**src/rtl/audtx_pkg.sv**
```systemverilog
package audtx_pkg;

  // Left-shift that places a sample at the top of a 20-bit slot
  typedef enum logic [3:0] {
    SH0 = 4'd0,
    SH2 = 4'd2,
    SH4 = 4'd4,
    SH8 = 4'd8
  } shiftSel_e;

  // Sample width codes as written in the configuration field
  typedef enum logic [1:0] {
    SZ16 = 2'd0,
    SZ18 = 2'd1,
    SZ20 = 2'd2,
    SZ12 = 2'd3
  } sizeSel_e;

  // Strobes from control to datapath
  typedef struct packed {
    logic      pushNormal;
    logic      pushPair;
    shiftSel_e shift;
  } pushStrobe_t;

  localparam int unsigned SLOT_W = 20;

endpackage

```
**src/rtl/audtx_ctrl.sv**
```systemverilog
module audtx_ctrl
  import audtx_pkg::*;
#(
  parameter int unsigned DEPTH = 8,
  parameter int unsigned LVL_W = $clog2(DEPTH) + 1
) (
  input  logic             clk,
  input  logic             rstN,
  input  logic             cfgWrite,
  input  logic [1:0]       cfgSize,
  input  logic             cfgCompactReq,
  input  logic             dataWrite,
  input  logic             underrunSet,
  output pushStrobe_t      strobe,
  output logic [LVL_W-1:0] level,
  output logic             txEmpty,
  output logic             txHalfEmpty,
  output logic             txFull,
  output logic             txUnderrun
);

  localparam logic [LVL_W:0] DEPTH_X = (LVL_W + 1)'(DEPTH);
  localparam logic [LVL_W:0] HALF_X  = (LVL_W + 1)'(DEPTH / 2);

  sizeSel_e       sizeQ;
  logic           compactQ;
  shiftSel_e      shiftSel;
  logic           roomOne;
  logic           roomTwo;
  logic           pushNormal;
  logic           pushPair;
  logic [LVL_W:0] levelX;
  logic [LVL_W:0] nextLevel;

  // Configuration register; compact only survives for 16-bit or 12-bit widths
  always_ff @(posedge clk) begin
    if (!rstN) begin
      sizeQ    <= SZ16;
      compactQ <= 1'b0;
    end else if (cfgWrite) begin
      sizeQ    <= sizeSel_e'(cfgSize);
      compactQ <= cfgCompactReq &&
                  ((sizeSel_e'(cfgSize) == SZ16) || (sizeSel_e'(cfgSize) == SZ12));
    end
  end

  always_comb begin
    unique case (sizeQ)
      SZ16:    shiftSel = SH4;
      SZ18:    shiftSel = SH2;
      SZ20:    shiftSel = SH0;
      default: shiftSel = SH8;
    endcase
  end

  assign levelX     = {1'b0, level};
  assign roomOne    = levelX < DEPTH_X;
  assign roomTwo    = (levelX + 2) < DEPTH_X;
  assign pushNormal = dataWrite && !compactQ && roomOne;
  assign pushPair   = dataWrite && compactQ && roomTwo;
  assign nextLevel  = levelX + (pushNormal ? 1 : 0) + (pushPair ? 2 : 0);

  assign strobe = '{pushNormal: pushNormal, pushPair: pushPair, shift: shiftSel};

  always_ff @(posedge clk) begin
    if (!rstN) begin
      level       <= '0;
      txEmpty     <= 1'b1;
      txHalfEmpty <= 1'b1;
      txFull      <= 1'b0;
      txUnderrun  <= 1'b0;
    end else begin
      level <= nextLevel[LVL_W-1:0];
      if (dataWrite && (nextLevel != 0)) begin
        txEmpty    <= 1'b0;
        txUnderrun <= 1'b0;
      end else if (underrunSet) begin
        txUnderrun <= 1'b1;
      end
      if (dataWrite && (nextLevel >= HALF_X)) txHalfEmpty <= 1'b0;
      if (dataWrite && (nextLevel >= DEPTH_X)) txFull <= 1'b1;
    end
  end

  AST_LEVEL_BOUND: assert property (@(posedge clk) disable iff (!rstN)
    {1'b0, level} <= DEPTH_X);

  AST_NORMAL_DROP: assert property (@(posedge clk) disable iff (!rstN)
    (dataWrite && !compactQ && ({1'b0, level} == DEPTH_X)) |=> $stable(level));

  AST_PAIR_DROP: assert property (@(posedge clk) disable iff (!rstN)
    (dataWrite && compactQ && (({1'b0, level} + 2) >= DEPTH_X)) |=> $stable(level));

  AST_COMPACT_WIDTH: assert property (@(posedge clk) disable iff (!rstN)
    compactQ |-> ((sizeQ == SZ16) || (sizeQ == SZ12)));

  AST_EMPTY_TRACK: assert property (@(posedge clk) disable iff (!rstN)
    (level != 0) |-> !txEmpty);

  AST_FULL_LEVEL: assert property (@(posedge clk) disable iff (!rstN)
    txFull |-> ({1'b0, level} == DEPTH_X));

endmodule

```
**src/rtl/audtx_datapath.sv**
```systemverilog
module audtx_datapath
  import audtx_pkg::*;
#(
  parameter int unsigned DEPTH = 8,
  parameter int unsigned LVL_W = $clog2(DEPTH) + 1,
  parameter int unsigned IDX_W = $clog2(DEPTH)
) (
  input  logic              clk,
  input  logic              rstN,
  input  pushStrobe_t       strobe,
  input  logic [LVL_W-1:0]  base,
  input  logic [31:0]       dataWord,
  input  logic [IDX_W-1:0]  peekIdx,
  output logic [SLOT_W-1:0] peekData
);

  logic [SLOT_W-1:0] slotMem [DEPTH];
  logic [31:0]       shiftedWord;
  logic [31:0]       shiftedLo;
  logic [31:0]       shiftedHi;
  logic [IDX_W-1:0]  idxA;
  logic [IDX_W-1:0]  idxB;

  assign shiftedWord = dataWord << strobe.shift;
  assign shiftedLo   = {16'h0, dataWord[15:0]} << strobe.shift;
  assign shiftedHi   = {16'h0, dataWord[31:16]} << strobe.shift;
  assign idxA        = base[IDX_W-1:0];
  assign idxB        = idxA + 1'b1;

  always_ff @(posedge clk) begin
    if (strobe.pushNormal) begin
      slotMem[idxA] <= shiftedWord[SLOT_W-1:0];
    end else if (strobe.pushPair) begin
      slotMem[idxA] <= shiftedLo[SLOT_W-1:0];
      slotMem[idxB] <= shiftedHi[SLOT_W-1:0];
    end
  end

  assign peekData = slotMem[peekIdx];

  AST_PAIR_NO_WRAP: assert property (@(posedge clk) disable iff (!rstN)
    strobe.pushPair |-> (({1'b0, base} + 2) < (LVL_W + 1)'(DEPTH)));

  AST_PAIR_SHIFT: assert property (@(posedge clk) disable iff (!rstN)
    strobe.pushPair |-> ((strobe.shift == SH4) || (strobe.shift == SH8)));

  AST_ONE_PUSH: assert property (@(posedge clk) disable iff (!rstN)
    $onehot0({strobe.pushNormal, strobe.pushPair}));

endmodule

```
**src/rtl/audtx_packer.sv**
```systemverilog
module audtx_packer
  import audtx_pkg::*;
#(
  parameter int unsigned DEPTH = 8,
  localparam int unsigned IDX_W = $clog2(DEPTH),
  localparam int unsigned LVL_W = IDX_W + 1
) (
  input  logic              clk,
  input  logic              rstN,
  input  logic              cfgWrite,
  input  logic [1:0]        cfgSize,
  input  logic              cfgCompactReq,
  input  logic              dataWrite,
  input  logic [31:0]       dataWord,
  input  logic              underrunSet,
  input  logic [IDX_W-1:0]  peekIdx,
  output logic [SLOT_W-1:0] peekData,
  output logic [LVL_W-1:0]  fifoLevel,
  output logic              txEmpty,
  output logic              txHalfEmpty,
  output logic              txFull,
  output logic              txUnderrun
);

  pushStrobe_t strobe;

  audtx_ctrl #(.DEPTH(DEPTH), .LVL_W(LVL_W)) uCtrl (
    .clk          (clk),
    .rstN         (rstN),
    .cfgWrite     (cfgWrite),
    .cfgSize      (cfgSize),
    .cfgCompactReq(cfgCompactReq),
    .dataWrite    (dataWrite),
    .underrunSet  (underrunSet),
    .strobe       (strobe),
    .level        (fifoLevel),
    .txEmpty      (txEmpty),
    .txHalfEmpty  (txHalfEmpty),
    .txFull       (txFull),
    .txUnderrun   (txUnderrun)
  );

  audtx_datapath #(.DEPTH(DEPTH), .LVL_W(LVL_W), .IDX_W(IDX_W)) uData (
    .clk     (clk),
    .rstN    (rstN),
    .strobe  (strobe),
    .base    (fifoLevel),
    .dataWord(dataWord),
    .peekIdx (peekIdx),
    .peekData(peekData)
  );

endmodule

```
**config.mk**
```make
export PLATFORM = sky130hd
export DESIGN_NAME = audtx_packer
export DESIGN_NICKNAME = d
export VERILOG_FILES = /design/src/rtl/audtx_pkg.sv /design/src/rtl/audtx_ctrl.sv /design/src/rtl/audtx_datapath.sv /design/src/rtl/audtx_packer.sv
export SDC_FILE = /design/constraint.sdc
export NUM_CORES = 1
export LEC_CHECK = 0
export ABC_CLOCK_PERIOD_IN_PS = 2850
export BUFFER_PORTS_ARGS = -buffer_cell sky130_fd_sc_hd__clkbuf_2
export CORE_MARGIN = 1
export CORE_UTILIZATION = 55
export CTS_CLUSTER_SIZE = 25
export DETAILED_ROUTE_END_ITERATION = 10
export GPL_ROUTABILITY_DRIVEN = 0
export PLACE_DENSITY = 0.87
export REMOVE_ABC_BUFFERS = 1
export SETUP_SLACK_MARGIN = 0.1
export SYNTH_ARGS = -nofsm -noshare
export SYNTH_HDL_FRONTEND = slang
export SYNTH_SLANG_ARGS = --single-unit
```
**constraint.sdc**
```tcl
create_clock -name clk -period 2.85 [get_ports clk]
set_input_delay 0.285 -clock clk [delete_from_list [all_inputs] [get_ports clk]]
set_output_delay 0.285 -clock clk [all_outputs]
set_load 0.02 [all_outputs]
```
* Word level (Yosys, flattened, before mapping)
Memory sizes are Yosys's and may differ from the RTL's.
Cells that the tools add are included.
** Storage, ports and cells
- Bits in registers :: 11
- Memory bits (writable) :: 160
- Input port bits :: 43
- Memories :: 1
** Memories
- uData.slotMem :: words 8, width 20, read ports 1, clocked after Yosys merged registers in 0, write ports 2, RTL line audtx_datapath.sv:17 : logic [SLOT_W-1:0] slotMem [DEPTH];
** Cells by class
- $add $sub $neg :: 4
- $lt $le $gt $ge :: 4
- Equality and inequality tests :: 3
- Shift-type cells :: 3
- Multiplexer cells :: 9
- Bitwise logic cells :: 2
- Reduce and logical (&&, ||, !) cells :: 14
** Operators by type and width (number)
- << shifter 16 x 4 -> 20 bit :: 2
- less-than comparator 32 x 4 -> 1 bit (second input constant) :: 1
- << shifter 32 x 4 -> 20 bit :: 1
- two-way mux 20 bit :: 1
- case mux 4 bit (3 select lines) :: 1
- logical AND 1 bit :: 8
- two-way mux 1 bit :: 6
- adder 4 x 2 -> 5 bit (second input constant) :: 1
- adder 4 x 5 -> 5 bit :: 1
- adder 5 bit :: 1
- >= comparator 5 x 3 -> 1 bit (second input constant) :: 1
- >= comparator 5 x 4 -> 1 bit (second input constant) :: 1
- nonzero test 5 bit :: 1
- == test 2 bit (second input constant) :: 2
- logical NOT 2 bit :: 2
- less-than comparator 4 bit (second input constant) :: 1
- adder 3 x 1 -> 3 bit (second input constant) :: 1
- == test 2 x 1 -> 1 bit (second input constant) :: 1
- two-way mux 2 bit :: 1
- OR reduction 2 bit :: 1
- logical NOT 1 bit :: 1
- logical OR 1 bit :: 1
- inverter 1 bit :: 1
- bitwise OR 1 bit :: 1

* Logic depth before layout (Yosys ltp)
- Word-level depth :: 9
- Mapped depth :: 10

* Hierarchy
A second synthesis with hierarchy kept.
** Unflattened totals
- Cells, all modules :: 911
- Area, all modules :: 10965.5 sq um
** Modules (own cells, without submodules)
- audtx_datapath :: times used 1, cells an instance 845, area an instance 10381.2 sq um
- audtx_ctrl :: times used 1, cells an instance 66, area an instance 584.3 sq um

* Worst setup path before layout
OpenSTA, ideal clock, no wires.
- Path kind :: reg2reg
- Start point :: register uCtrl.level[3]
- End point :: memory uData.slotMem[6][0], enable pin
- Setup time :: 0.425 ns
- Arrival time :: 2.456 ns
- Data required time :: 2.425 ns
- Setup slack :: -0.031 ns
- Stages on the path, launching flop included :: 6
- Path buffers :: 1
- Path through :: dfxtp_1 buf_2 nor2b_2 nor2b_1 nand3_1 o21ai_0
** RTL lines
- from (decl) :: RTL line audtx_ctrl.sv:15 : output logic [LVL_W-1:0] level,
- from (signal assigned) :: RTL line audtx_ctrl.sv:73 : level <= nextLevel[LVL_W-1:0];
- to (decl) :: RTL line audtx_datapath.sv:17

==> out/qor.yml <==
status:
  status: "finished, final reports clean"
timing:
  drv_slew: 0
  hold_viol_final: 0
  period_needed_ns: 2.48
  skew_ns: 0.00899
  worst_slack_ns: 0.365
  rsz0062_at_grt: "false"
  finalSetupViolCount: 0
  max_freq_mhz: 402
  worst_pin_slew_ns: 1.20
  slew_headroom_pct: 20.2
  period_share_pct: 87.2
place:
  post-place-ws_ns: 0.351
  hpwl_um: 15600
  io_buffers: 70
  placed_area_sq_um: 9950
cells_and_area:
  diodes: 0
  fill_cells: 1193
  nNetsFinal: 846
  drive_gt1_share_pct: 31.2
  final_util_pct: 64.0
  fin_area_sq_um: 10500
  area_delta_synth_final_pct: 14.1
clocking:
  cts_setup_buffers: 0
  clock-sinks: 171
  cts.clk_slew.worst_paths_ns: 0.07
  cts_hold_buf: 0
  worstSkewPairLatency_ns: 0.44
  clockBufferDepth: 2
  htreeDepth: 4
  root_buffer: "clkbuf_16"
  cts_resized: 0
  numCtsBuffers: 17
  cts_tree: "done"
grt:
  grt_pass1_vias: 6647
  met2_usage_pct: 46.5
  use_met3_pct: 7.48
  grt_antenna_before_repair: 1
  grt_max_degree: 41
  grt_pass1_wl_um: 37100
  gr-max-usage-layer: "met2"
  grtUsageTotal_pct: 29.2
  use_met1_pct: 36.8
  gr-total-overflow: 0
logic_synthesis:
  synth.distinct_cells: 45
  ys_ff_latch: 171
  synth_edf_count: 160
  netlist_area_sq_um: 9240
  synth_ff_type: "edfxtp_1"
  syn-mean-instance-area_sq_um: 12.5
  yosys.area.top_type: "edfxtp_1"
  syn_inst: 737
  yosysSeqAreaShare_pct: 54.4
  synth_top_area_share_pct: 52.0
  yosys-top-cells-area: "edfxtp_1 52%, mux4_2 13%, mux2_2 5.6%"
  yosysWarnings: 0
  async_flop_share_pct: 0
  synth.most_common_cell: "edfxtp_1"
  synth_commonest_cells: "160 x edfxtp_1, 98 x nor2_1, 76 x a21oi_1"
detailed_routing:
  drc_errors: 0
  first_pass_iters: 7
  wl_per_cell_um: 23.3
  drt_iter0_drc: 809
  wl_um: 24100
  detail-route-antenna-nets: 0
  via_per_inst: 6.53
  num_vias: 6734
power:
  p_clk_share_pct: 37.4
  p_leak_nw: 3.93
  p_int_w: 0.00459
  p_sw_share_pct: 25.0
  combPwrFrac_pct: 14.7
  p_per_area_nw_per_um2: 580
  ir_drop_uv: 495
  seqPwrFrac_pct: 47.8
  switchingPower_w: 0.00153
die:
  initial_utilization_pct: 56.1
  dieArea_sq_um: 17300
  placementRows: 47
  die_width_um: 132
  core_area_sq_um: 16500
  pin_count: 71
  die_height_um: 132
worst_setup_path:
  arrival_ns: 2.61
  endpoint_kind: "register"
  crit_type: "register to register"
  start_kind: "register"
  crit_required_ns: 2.98
  crit_path_max_fanout: 13
job:
  cap_violations: 0
hold_path:
  hold_path_class: "primary input to register"
-- cell usage in the layout (no fill, tap or decap), types with 3 or more instances in the layout --
cell        Yosys  routed
dfxtp_1        11       9
o211ai_2        6       6
a22o_1          4       4
nor2b_1        13      13
nand3_1         6       6
o21ai_1         4       4
mux4_2         52      52
a21oi_1        76      76
inv_1           6       6
clkbuf_8        0       3
and2_1          5       5
mux2_2         46      46
buf_4           2      29
edfxtp_1      160     160
o21ai_0        56      52
buf_12          0       3
mux2i_1        31      31
clkbuf_16       0      20
ha_1            3       3
nand2_1        59      59
o21ai_2         2       6
o31ai_4         0       4
o211a_1         3       3
nor2_1         98      98
clkbuf_2        0      70
and3b_1         3       3
clkinvlp_4      0       3
-- area by class of cell --
class	instances	area [sq um]	area share, %
repair buffers	102	628	5.96
flip-flops and latches	171	5030	47.7
clock buffers	25	549	5.21
well taps	220	275	2.61
inverters	7	26.3	0.249
clock inverters	7	50.0	0.475
multi-input cells	500	3990	37.8
-- registers in the layout (all words and copies together), names as in the netlist --
name / flops
uCtrl.compactQ: 1
uCtrl.level: 4
uCtrl.sizeQ: 2
uCtrl.txEmpty: 1
uCtrl.txFull: 1
uCtrl.txHalfEmpty: 1
uCtrl.txUnderrun: 1
uData.slotMem: 160
-- final timing paths --
kind	start	end	slack, ns	depth (start not counted)
setup reg to reg	uCtrl.sizeQ[1]	uData.slotMem[0][18]	0.37	4
setup / recovery	uCtrl.sizeQ[1]	uData.slotMem[0][18]	0.37	4
hold / removal	underrunSet	uCtrl.txUnderrun	0.09	2
hold reg to reg	uCtrl.txHalfEmpty	uCtrl.txHalfEmpty	0.47	1
-- power by group through the flow --
stage | Sequential, W | Clock, W | Combinational (W)
after floorplan | 0.00300 | 0 | 0.000535
after global placement | 0.00297 | 0 | 0.000859
after detailed placement | 0.00298 | 0 | 0.000888
after CTS | 0.00292 | 0.00230 | 0.000897
after global routing | 0.00293 | 0.00239 | 0.000974
final | 0.00293 | 0.00229 | 0.000902
-- critical path, cell delays in order, from the launching register on --
cell and delay, ns:
dfxtp_2 0.51, nor2b_1 0.16, a22o_1 0.32, a222oi_1 1.01
a21oi_1 0.17
-- per-layer routing --
layer  wire length, um  vias to the layer above
li1                  -                     2922
met1              8860                     3259
met2             11700                      461
met3              2490                       92
met4              1040                        0
met5                 0                        -
-- stage by stage --
stage	power, W	hold slack [ns]	setup TNS (ns)	instances
after floorplan	0.00353	0.398	-97.66	678
after CTS	0.00612	0.0865	0	1032
final	0.00612	0.0875	0	1032
after global placement	0.00383	0.452	0	1000
after detailed placement	0.00387	0.458	0	1000
after global routing	0.00630	0.0916	0	1032
-- cell families after synthesis --
family	share of synthesized area (%)
AND/OR/NAND/NOR	9.14
multiplexers	21.6
AO/OA/AOI/OAI	10.8
flip-flops	54.4
XOR/XNOR	0.190
adder cells (fa/ha/maj)	0.623
buffers and inverters	3.21
(Power assumes the default switching activity.)
